### src/rtl/zone_limit_monitor.sv
module zone_limit_monitor #(
  parameter int NZ = 3,
  parameter int DW = 8,
  parameter int AW = 8,
  parameter logic [7:0] LIM_BASE = 8'h4E,
  parameter logic [7:0] STAT_ADDR = 8'h41,
  parameter logic [7:0] LO_RST = 8'h81,
  parameter logic [7:0] HI_RST = 8'h7F
) (
  input  logic             clk,
  input  logic             rst_n,
  input  logic [AW-1:0]    bus_addr,
  input  logic             bus_wr,
  input  logic [DW-1:0]    bus_wdata,
  output logic [DW-1:0]    bus_rdata,
  input  logic [NZ-1:0]    smp_valid,
  input  logic [NZ*DW-1:0] smp_temp,
  output logic             irq
);

  logic [NZ-1:0][DW-1:0] lim_lo, lim_hi;
  logic [NZ-1:0] zstat, hit, clr;

  wire stat_wr = bus_wr && (bus_addr == AW'(STAT_ADDR));

  for (genvar z = 0; z < NZ; z++) begin : g_zone
    wire signed [DW-1:0] t = smp_temp[z*DW +: DW];
    assign hit[z] = smp_valid[z] &&
                    ((t > $signed(lim_hi[z])) || (t < $signed(lim_lo[z])));
    assign clr[z] = stat_wr && bus_wdata[z];
  end

  always_ff @(posedge clk or negedge rst_n) begin
    if (!rst_n) begin
      for (int z = 0; z < NZ; z++) begin
        lim_lo[z] <= DW'(LO_RST);
        lim_hi[z] <= DW'(HI_RST);
      end
      zstat <= '0;
    end else begin
      for (int z = 0; z < NZ; z++) begin
        if (bus_wr && bus_addr == AW'(LIM_BASE + 2*z))     lim_lo[z] <= bus_wdata;
        if (bus_wr && bus_addr == AW'(LIM_BASE + 2*z + 1)) lim_hi[z] <= bus_wdata;
      end
      zstat <= hit | (zstat & ~clr);
    end
  end

  always_comb begin
    bus_rdata = '0;
    if (bus_addr == AW'(STAT_ADDR)) bus_rdata[NZ-1:0] = zstat;
    for (int z = 0; z < NZ; z++) begin
      if (bus_addr == AW'(LIM_BASE + 2*z))     bus_rdata = lim_lo[z];
      if (bus_addr == AW'(LIM_BASE + 2*z + 1)) bus_rdata = lim_hi[z];
    end
  end

  assign irq = |zstat;

endmodule

### config.mk
export PLATFORM = sky130hd
export DESIGN_NAME = zone_limit_monitor
export DESIGN_NICKNAME = d
export VERILOG_FILES = /design/src/rtl/zone_limit_monitor.sv
export SDC_FILE = /design/constraint.sdc
export NUM_CORES = 1
export LEC_CHECK = 0
export BUFFER_PORTS_ARGS = -buffer_cell sky130_fd_sc_hd__buf_2
export CORE_MARGIN = 2
export CORE_UTILIZATION = 58
export CTS_CLUSTER_DIAMETER = 60
export DETAILED_ROUTE_END_ITERATION = 8
export HOLD_SLACK_MARGIN = 0.05
export MAX_ROUTING_LAYER = met4
export PLACE_DENSITY_LB_ADDON = 0.1
export SYNTH_ARGS = -nofsm -noshare
export SYNTH_HDL_FRONTEND = slang
export SYNTH_SLANG_ARGS = --single-unit
### constraint.sdc
create_clock -name clk -period 2.25 [get_ports clk]
set_input_delay 0.1125 -clock clk [delete_from_list [all_inputs] [get_ports clk]]
set_output_delay 0.1125 -clock clk [all_outputs]
set_load 0.005 [all_outputs]
==> results.md, run 1 <==
- Status: finished, final reports clean
- Vias in the first global route: 2,940
- Final period util: 0.822
- CTS tree: built
- Post-CTS setup buffers: 0
- Clock latency on the worst-skew pair: 0.31 ns
- Post-synth cell types: 48
- Critical path launch point type: input port
- # rows: 29
- Mapped Avg Cell Area: 10.3 µm²
- Initial Util: 0.592
- Fmax achieved: 0.541 GHz
- Largest net degree at the start of global routing: 25
- # nets final: 511
- Post-CTS Hold Buffers: 1
- Sequential cell area fraction in the yosys report: 0.354
- Worst IR Drop VDD: 295 µV
- Terminus of the critical flop-to-flop path: zstat[0]
- Max-slew violation count: 0
- Critical path's slowest cell: buf_2
- Cell count after placement: 489
- TNS Setup: 0 ns
- Layout Cells excl Fill: 498
- Synth area leader: dfstp_2
- Clock transition at the registers of the reported paths: 0.10 ns
- Total power: 1.98 mW
- Post-place setup slack: 0.450 ns
- Die Ht: 83.8 µm
- Initial DRT Pass Iterations: 5
- CTS Buf Count: 5
- Avg WL per Cell: 18.8 µm
- Final Skew: 0.0133 ns
- Maxcap violations: 0
- Crit path DAT: 1.74 ns
- Power per cell area: 474 mW/mm²
- Drt total wl: 9.34 mm
- CP Class: input port to output port
- Fin crit period: 1.85 ns
- Post-DRT Antenna Nets: 0
- PortBufs: 54
- # fillers: 531
- Via count: 3,015
- Final instance area: 0.00418 mm²
- Tightest Pin Transition: 0.620 ns
- Final worst setup slack: 0.400 ns
- Routability Congestion: 0.897
- Number of synthesized register bits: 51
- Relative slew slack: 0.581
- Root buf cell: clkbuf_8
- Min-delay src: smp_valid[2]
- Leakage power: 1.90 nW
- Initial antenna violation count: 0
- # IOs: 55
- Antenna Cells: 0
- Syn nets: 451
- Global Route Usage Sum: 0.281
- DRT iter0 DRCs: 160
- Die ar.: 0.00703 mm²
- Depth of the worst register-to-register path: 6
- Area growth syn-to-layout: 13.1%
- Clk sinks: 51
- R2r setup slk: 0.48 ns
- CP Cell Sequence: buf_2, clkinv_1, buf_4, a22oi_1, a22oi_1, o21ai_0, buf_2
- Core Area: 0.00624 mm²
- Syn Inst Count: 360
- RSZ-0062 raised after global routing: no
- CP max FO: 19
- Top cell type's share of synthesized area: 0.192
- Congestion Overflow GR: 0
- First-pass GRT wire length: 14.9 mm
- # setup viols final: 0
- CTS max path bufs: 2
- DIE WIDTH: 83.8 µm
- Post-cts sizing count: 0
- Synthesis Warnings: 0
- Critical Path Max Stage Delay: 0.35 ns
- CTS H-tree depth: 2
- Critical Path End: bus_rdata[7]
- Share of cells above drive strength 1: 0.352
- Hold Path Class: input port to flip-flop
- RR Startpoint: lim_hi[6]
- CP endpoint kind: output port
- Via density: 6.05
- DP Area: 0.00407 mm²
- Cell Area, Synth: 0.00370 mm²
- Top post-synthesis cells by area: dfstp_2, dfrtp_1, ha_1
- Crit path from: bus_addr[0]
- # DRC: 0
- Hold Vio Cnt, Final: 0
- DPL Wire Length: 7.64 mm
- CP Data Required Time: 2.14 ns
## sequential cells by signal (all words and copies together) (netlist names)
register  flops
lim_hi       24
lim_lo       24
zstat         3
## cells in the mapped netlist (all sizes together)
master and n:
dfrtp 24, a32oi 5, a21o 6, a31oi 5
and3 3, mux2 42, a222oi 2, nand4 4
o221a 2, a211o 1, o311ai 2, nor2b 1
a22oi 8, inv 52, o21ai 18, buf 8
and4 1, clkinv 1, nor4bb 2, o211ai 7
a41oi 1, o221ai 2, ha 45, nand2b 4
nor3b 2, nand3 8, nor4b 1, a21oi 17
nor2 7, mux2i 7, o31ai 3, nand2 25
and2b 2, dfstp 27, or3 1, o2111ai 3
a211oi 5, and2 1, a22o 2, nor3 2
o21bai 1
## through the flow
stage,hold WS (ns),utilization
final,0.112,0.670
after global routing,0.133,0.670
after CTS,0.112,0.670
after detailed placement,-0.0105,0.652
after global placement,-0.0107,0.652
after floorplan,-0.183,-
## power breakdown
group,internal [mW],switching (mW)
registers,0.982,0.0401
clock network,0.252,0.317
logic,0.171,0.220
## layout by cell type, fill, tap and decap left out, types with 3 or more instances in the layout
| cell | Yosys | final |
|---|---|---|
| a211oi_1 | 5 | 5 |
| a31oi_1 | 5 | 5 |
| a21o_1 | 6 | 6 |
| clkbuf_8 | 0 | 6 |
| nand2b_1 | 4 | 4 |
| nand3_4 | 3 | 3 |
| a32oi_1 | 5 | 5 |
| mux2i_1 | 7 | 7 |
| buf_4 | 2 | 5 |
| a22oi_1 | 8 | 8 |
| dfstp_2 | 27 | 27 |
| and3_1 | 3 | 3 |
| nor2_1 | 7 | 7 |
| buf_2 | 4 | 54 |
| o2111ai_1 | 3 | 3 |
| nand3_1 | 5 | 5 |
| nand2_1 | 24 | 24 |
| a21oi_1 | 17 | 17 |
| inv_1 | 52 | 52 |
| o31ai_1 | 3 | 3 |
| o21ai_0 | 18 | 18 |
| o211ai_1 | 7 | 7 |
| ha_1 | 45 | 45 |
| dfrtp_1 | 24 | 24 |
| mux2_2 | 42 | 42 |
## worst min-delay path by stage
stage	to	slack [ns]	depth (start not counted)
2_1_floorplan	lim_hi[15]	-0.18	0
3_3_place_gp	zstat[1]	-0.01	1
3_5_place_dp	zstat[1]	-0.01	1
4_1_cts	zstat[2]	0.11	3
5_1_grt	lim_lo[7]	0.13	3
6_report	zstat[2]	0.11	3
## cell type report
type                            instances  area (µm²)  share of cell area
Multi-Input combinational cell        248        2140               0.512
Sequential cell                        51        1310               0.313
Tap cell                               77        96.3              0.0230
Clock inverter                          2        16.3             0.00389
Inverter                               53         199              0.0476
Clock buffer                            6        82.6              0.0198
Timing Repair Buffer                   61         338              0.0808
## logic make-up (layout without fill, tap and decap cells)
kind of cell,Yosys count,count (layout),synth area share
flops,51,51,0.354
compound gates,90,90,0.166
fa+ha+maj,45,45,0.152
buf+inv,61,122,0.0673
simple gates,64,64,0.113
mux,49,49,0.147
## critical path, delay by kind of cell
family | cells | cell delay, ns
AOI/OAI and AO/OA | 3 | 0.58
buffers and inverters | 4 | 1.04
## metal layers
metal	wire length (µm)	global-route usage	part of all wire
met3	478	0.0376	0.051
met1	4130	0.364	0.44
met2	4510	0.460	0.48
met4	216	0.0880	0.023
met5	0	-	0
(Power assumes the default switching activity.)
==> run 2, diff against run 1 <==
--- a/config.mk
+++ b/config.mk
@@ -5,6 +5,7 @@
 export SDC_FILE = /design/constraint.sdc
 export NUM_CORES = 1
 export LEC_CHECK = 0
+export ABC_AREA = 1
 export BUFFER_PORTS_ARGS = -buffer_cell sky130_fd_sc_hd__buf_2
 export CORE_MARGIN = 2
 export CORE_UTILIZATION = 58
==> constraint.sdc (replaced) <==
create_clock -name clk -period 1.82 [get_ports clk]
set_input_delay 0.091 -clock clk [delete_from_list [all_inputs] [get_ports clk]]
set_output_delay 0.091 -clock clk [all_outputs]
set_load 0.005 [all_outputs]
==> results.md, run 2 <==
- Status: finished, final reports clean
- Post-DRT Antenna Nets: 0
- # DRC: 0
- Routability Congestion: 0.908
- PortBufs: 54
- Layout Cells excl Fill: 638
- Fmax achieved: 0.606 GHz
- Antenna Cells: 0
- DIE WIDTH: 84.6 µm
- Final period util: 0.907
- Synthesis Warnings: 0
- Largest net degree at the start of global routing: 30
- Total power: 2.67 mW
- Number of synthesized register bits: 51
- Maxcap violations: 0
- Biggest regs: lim_hi x24, lim_lo x24, zstat x3
- P_sw: 721 µW
- Relative slew slack: 0.656
- Hold Path Class: input port to flip-flop
- Number of flops mapped to enable cells by yosys: 0
- Syn nets: 586
- # nets final: 651
- CTS max path bufs: 2
- Initial DRT Pass Iterations: 5
- Commonest cells post-synth: nand2_1, inv_1, ha_1
- Synth Flop Type: dfstp_2
- Mapped Avg Cell Area: 7.61 µm²
- P_int: 1.95 mW
- CP max FO: 4
- Area growth syn-to-layout: 14.7%
- Sequential cell area fraction in the yosys report: 0.348
- Via density: 5.31
- Share of cells above drive strength 1: 0.241
- DP Area: 0.00411 mm²
- Crit path DAT: 1.86 ns
- Post-synth cell types: 24
- Fin crit period: 1.65 ns
- Cell count after placement: 624
- Top post-synthesis cells by area: dfstp_2, nand2_1, dfrtp_1
- Leakage power: 2.08 nW
- Top cell type's share of synthesized area: 0.188
- Core Area: 0.00631 mm²
- Initial antenna violation count: 0
- Hold Vio Cnt, Final: 0
- Ys async rst share: 1.00
- CP Data Required Time: 2.02 ns
- Register area: 0.00131 mm²
- Critical path launch point type: flip-flop
- CTS H-tree depth: 2
- DRT iter0 DRCs: 288
- Via count: 3,390
- Clock latency on the worst-skew pair: 0.31 ns
- Clock transition at the registers of the reported paths: 0.09 ns
- Cell Area, Synth: 0.00376 mm²
- Most common cell in the netlist: nand2_1
- Commonest cells after routing, fill and taps aside: nand2_1, inv_1, buf_2
- Global Route Usage Sum: 0.283
- Synth area leader: dfstp_2
- Drt total wl: 9.15 mm
- Post-Route Utilization: 0.684
- Initial Util: 0.596
- Worst IR Drop VDD: 404 µV
- # setup viols final: 0
- Die Ht: 84.6 µm
- R2r setup slk: 0.17 ns
- Congestion Overflow GR: 0
- Avg WL per Cell: 14.3 µm
- First-pass GRT wire length: 15.5 mm
- Combinational share of power: 0.180
- Power per cell area: 619 mW/mm²
- Die ar.: 0.00715 mm²
- Final instance area: 0.00432 mm²
- Max-slew violation count: 0
- Commonest non-fill, non-tap cell in the layout: nand2_1
- CP Class: flip-flop to flip-flop
- RSZ-0062 raised after global routing: yes
- # IOs: 55
- Clock share of power: 0.352
- DPL Wire Length: 7.41 mm
- CTS tree: built
- CP endpoint kind: flip-flop
- Seq pwr share: 0.468
- # fillers: 559
- Multi-input logic area: 0.00209 mm²
- # rows: 29
- Tightest Pin Transition: 0.515 ns
- Syn Inst Count: 495
- Final Skew: 0.00474 ns
- CTS Buf Count: 5
- Vias in the first global route: 3,385
- Switching fraction of total power: 0.270
- Root buf cell: clkbuf_8
- Clk sinks: 51
-- run 2: cell type report --
cell class              count  share of cell area
clock buffers               5              0.0159
flip-flops and latches     51               0.303
inverters                  84              0.0730
repair buffers             64              0.0852
clock inverters             3              0.0156
multi-input cells         354               0.485
well taps                  77              0.0223
-- run 2: worst paths after layout --
kind | startpoint | endpoint | cells after the start
worst max-delay path | lim_lo[15] | zstat[1] | 9
worst min-delay path | bus_wdata[5] | lim_hi[21] | 3
max in group asynchronous | rst_n | lim_hi[14] | 3
min in group asynchronous | rst_n | lim_lo[19] | 2
worst max register to register | lim_lo[15] | zstat[1] | 9
worst min register to register | lim_hi[2] | lim_hi[2] | 2
-- run 2: worst max-delay path: stages, from the launching register on --
cell and delay (ns):
dfstp_2 0.54, inv_1 0.06, ha_1 0.32, a21oi_1 0.17, o21a_1 0.16, nand3_1 0.08, nand2_1 0.08, nand2_1 0.05
nand2_1 0.05, nand2_1 0.04
-- run 2: power groups by stage --
| stage | combinational, mW | clock (mW) | sequential, mW |
|---|---|---|---|
| after global placement | 0.443 | 0 | 1.27 |
| after floorplan | 0.294 | 0 | 1.25 |
| after detailed placement | 0.469 | 0 | 1.27 |
| after CTS | 0.478 | 0.945 | 1.25 |
| after global routing | 0.565 | 0.991 | 1.26 |
| final | 0.482 | 0.940 | 1.25 |
-- run 2: cells by family (layout without fill, tap and decap cells) --
| family | count (synthesis) | count (layout) | synth area share |
|---|---|---|---|
| adder cells (fa/ha/maj) | 45 | 45 | 0.150 |
| AO/OA/AOI/OAI | 77 | 77 | 0.124 |
| AND/OR/NAND/NOR | 232 | 232 | 0.278 |
| flip-flops | 51 | 51 | 0.348 |
| buffers and inverters | 90 | 156 | 0.100 |
-- run 2: through the flow --
| step | hold WS, ns | setup WS [ns] | setup TNS (ns) |
|---|---|---|---|
| 2_1_floorplan | -0.205 | 0.315 | 0 |
| 3_3_place_gp | 0.0879 | 0.205 | 0 |
| 3_5_place_dp | 0.0880 | 0.160 | 0 |
| 4_1_cts | 0.169 | 0.147 | 0 |
| 5_1_grt | 0.183 | -0.0154 | -0.0154 |
| 6_report | 0.167 | 0.170 | 0 |
-- run 2: repair_timing --
item / in CTS / in global routing
endpoints found under the hold margin: 11 / 0
hold buffers: 4 / 0
buffers inserted: 0 / 2
resized for setup: 0 / 2
endpoints found under the setup margin: 0 / 2
-- run 2: routing by layer --
layer / vias up / track usage / wire [µm]
met2: 113 / 0.463 / 4430
met1: 1547 / 0.359 / 3980
met5: - / - / 0
li1: 1710 / - / -
met3: 20 / 0.0433 / 534
met4: 0 / 0.0952 / 203
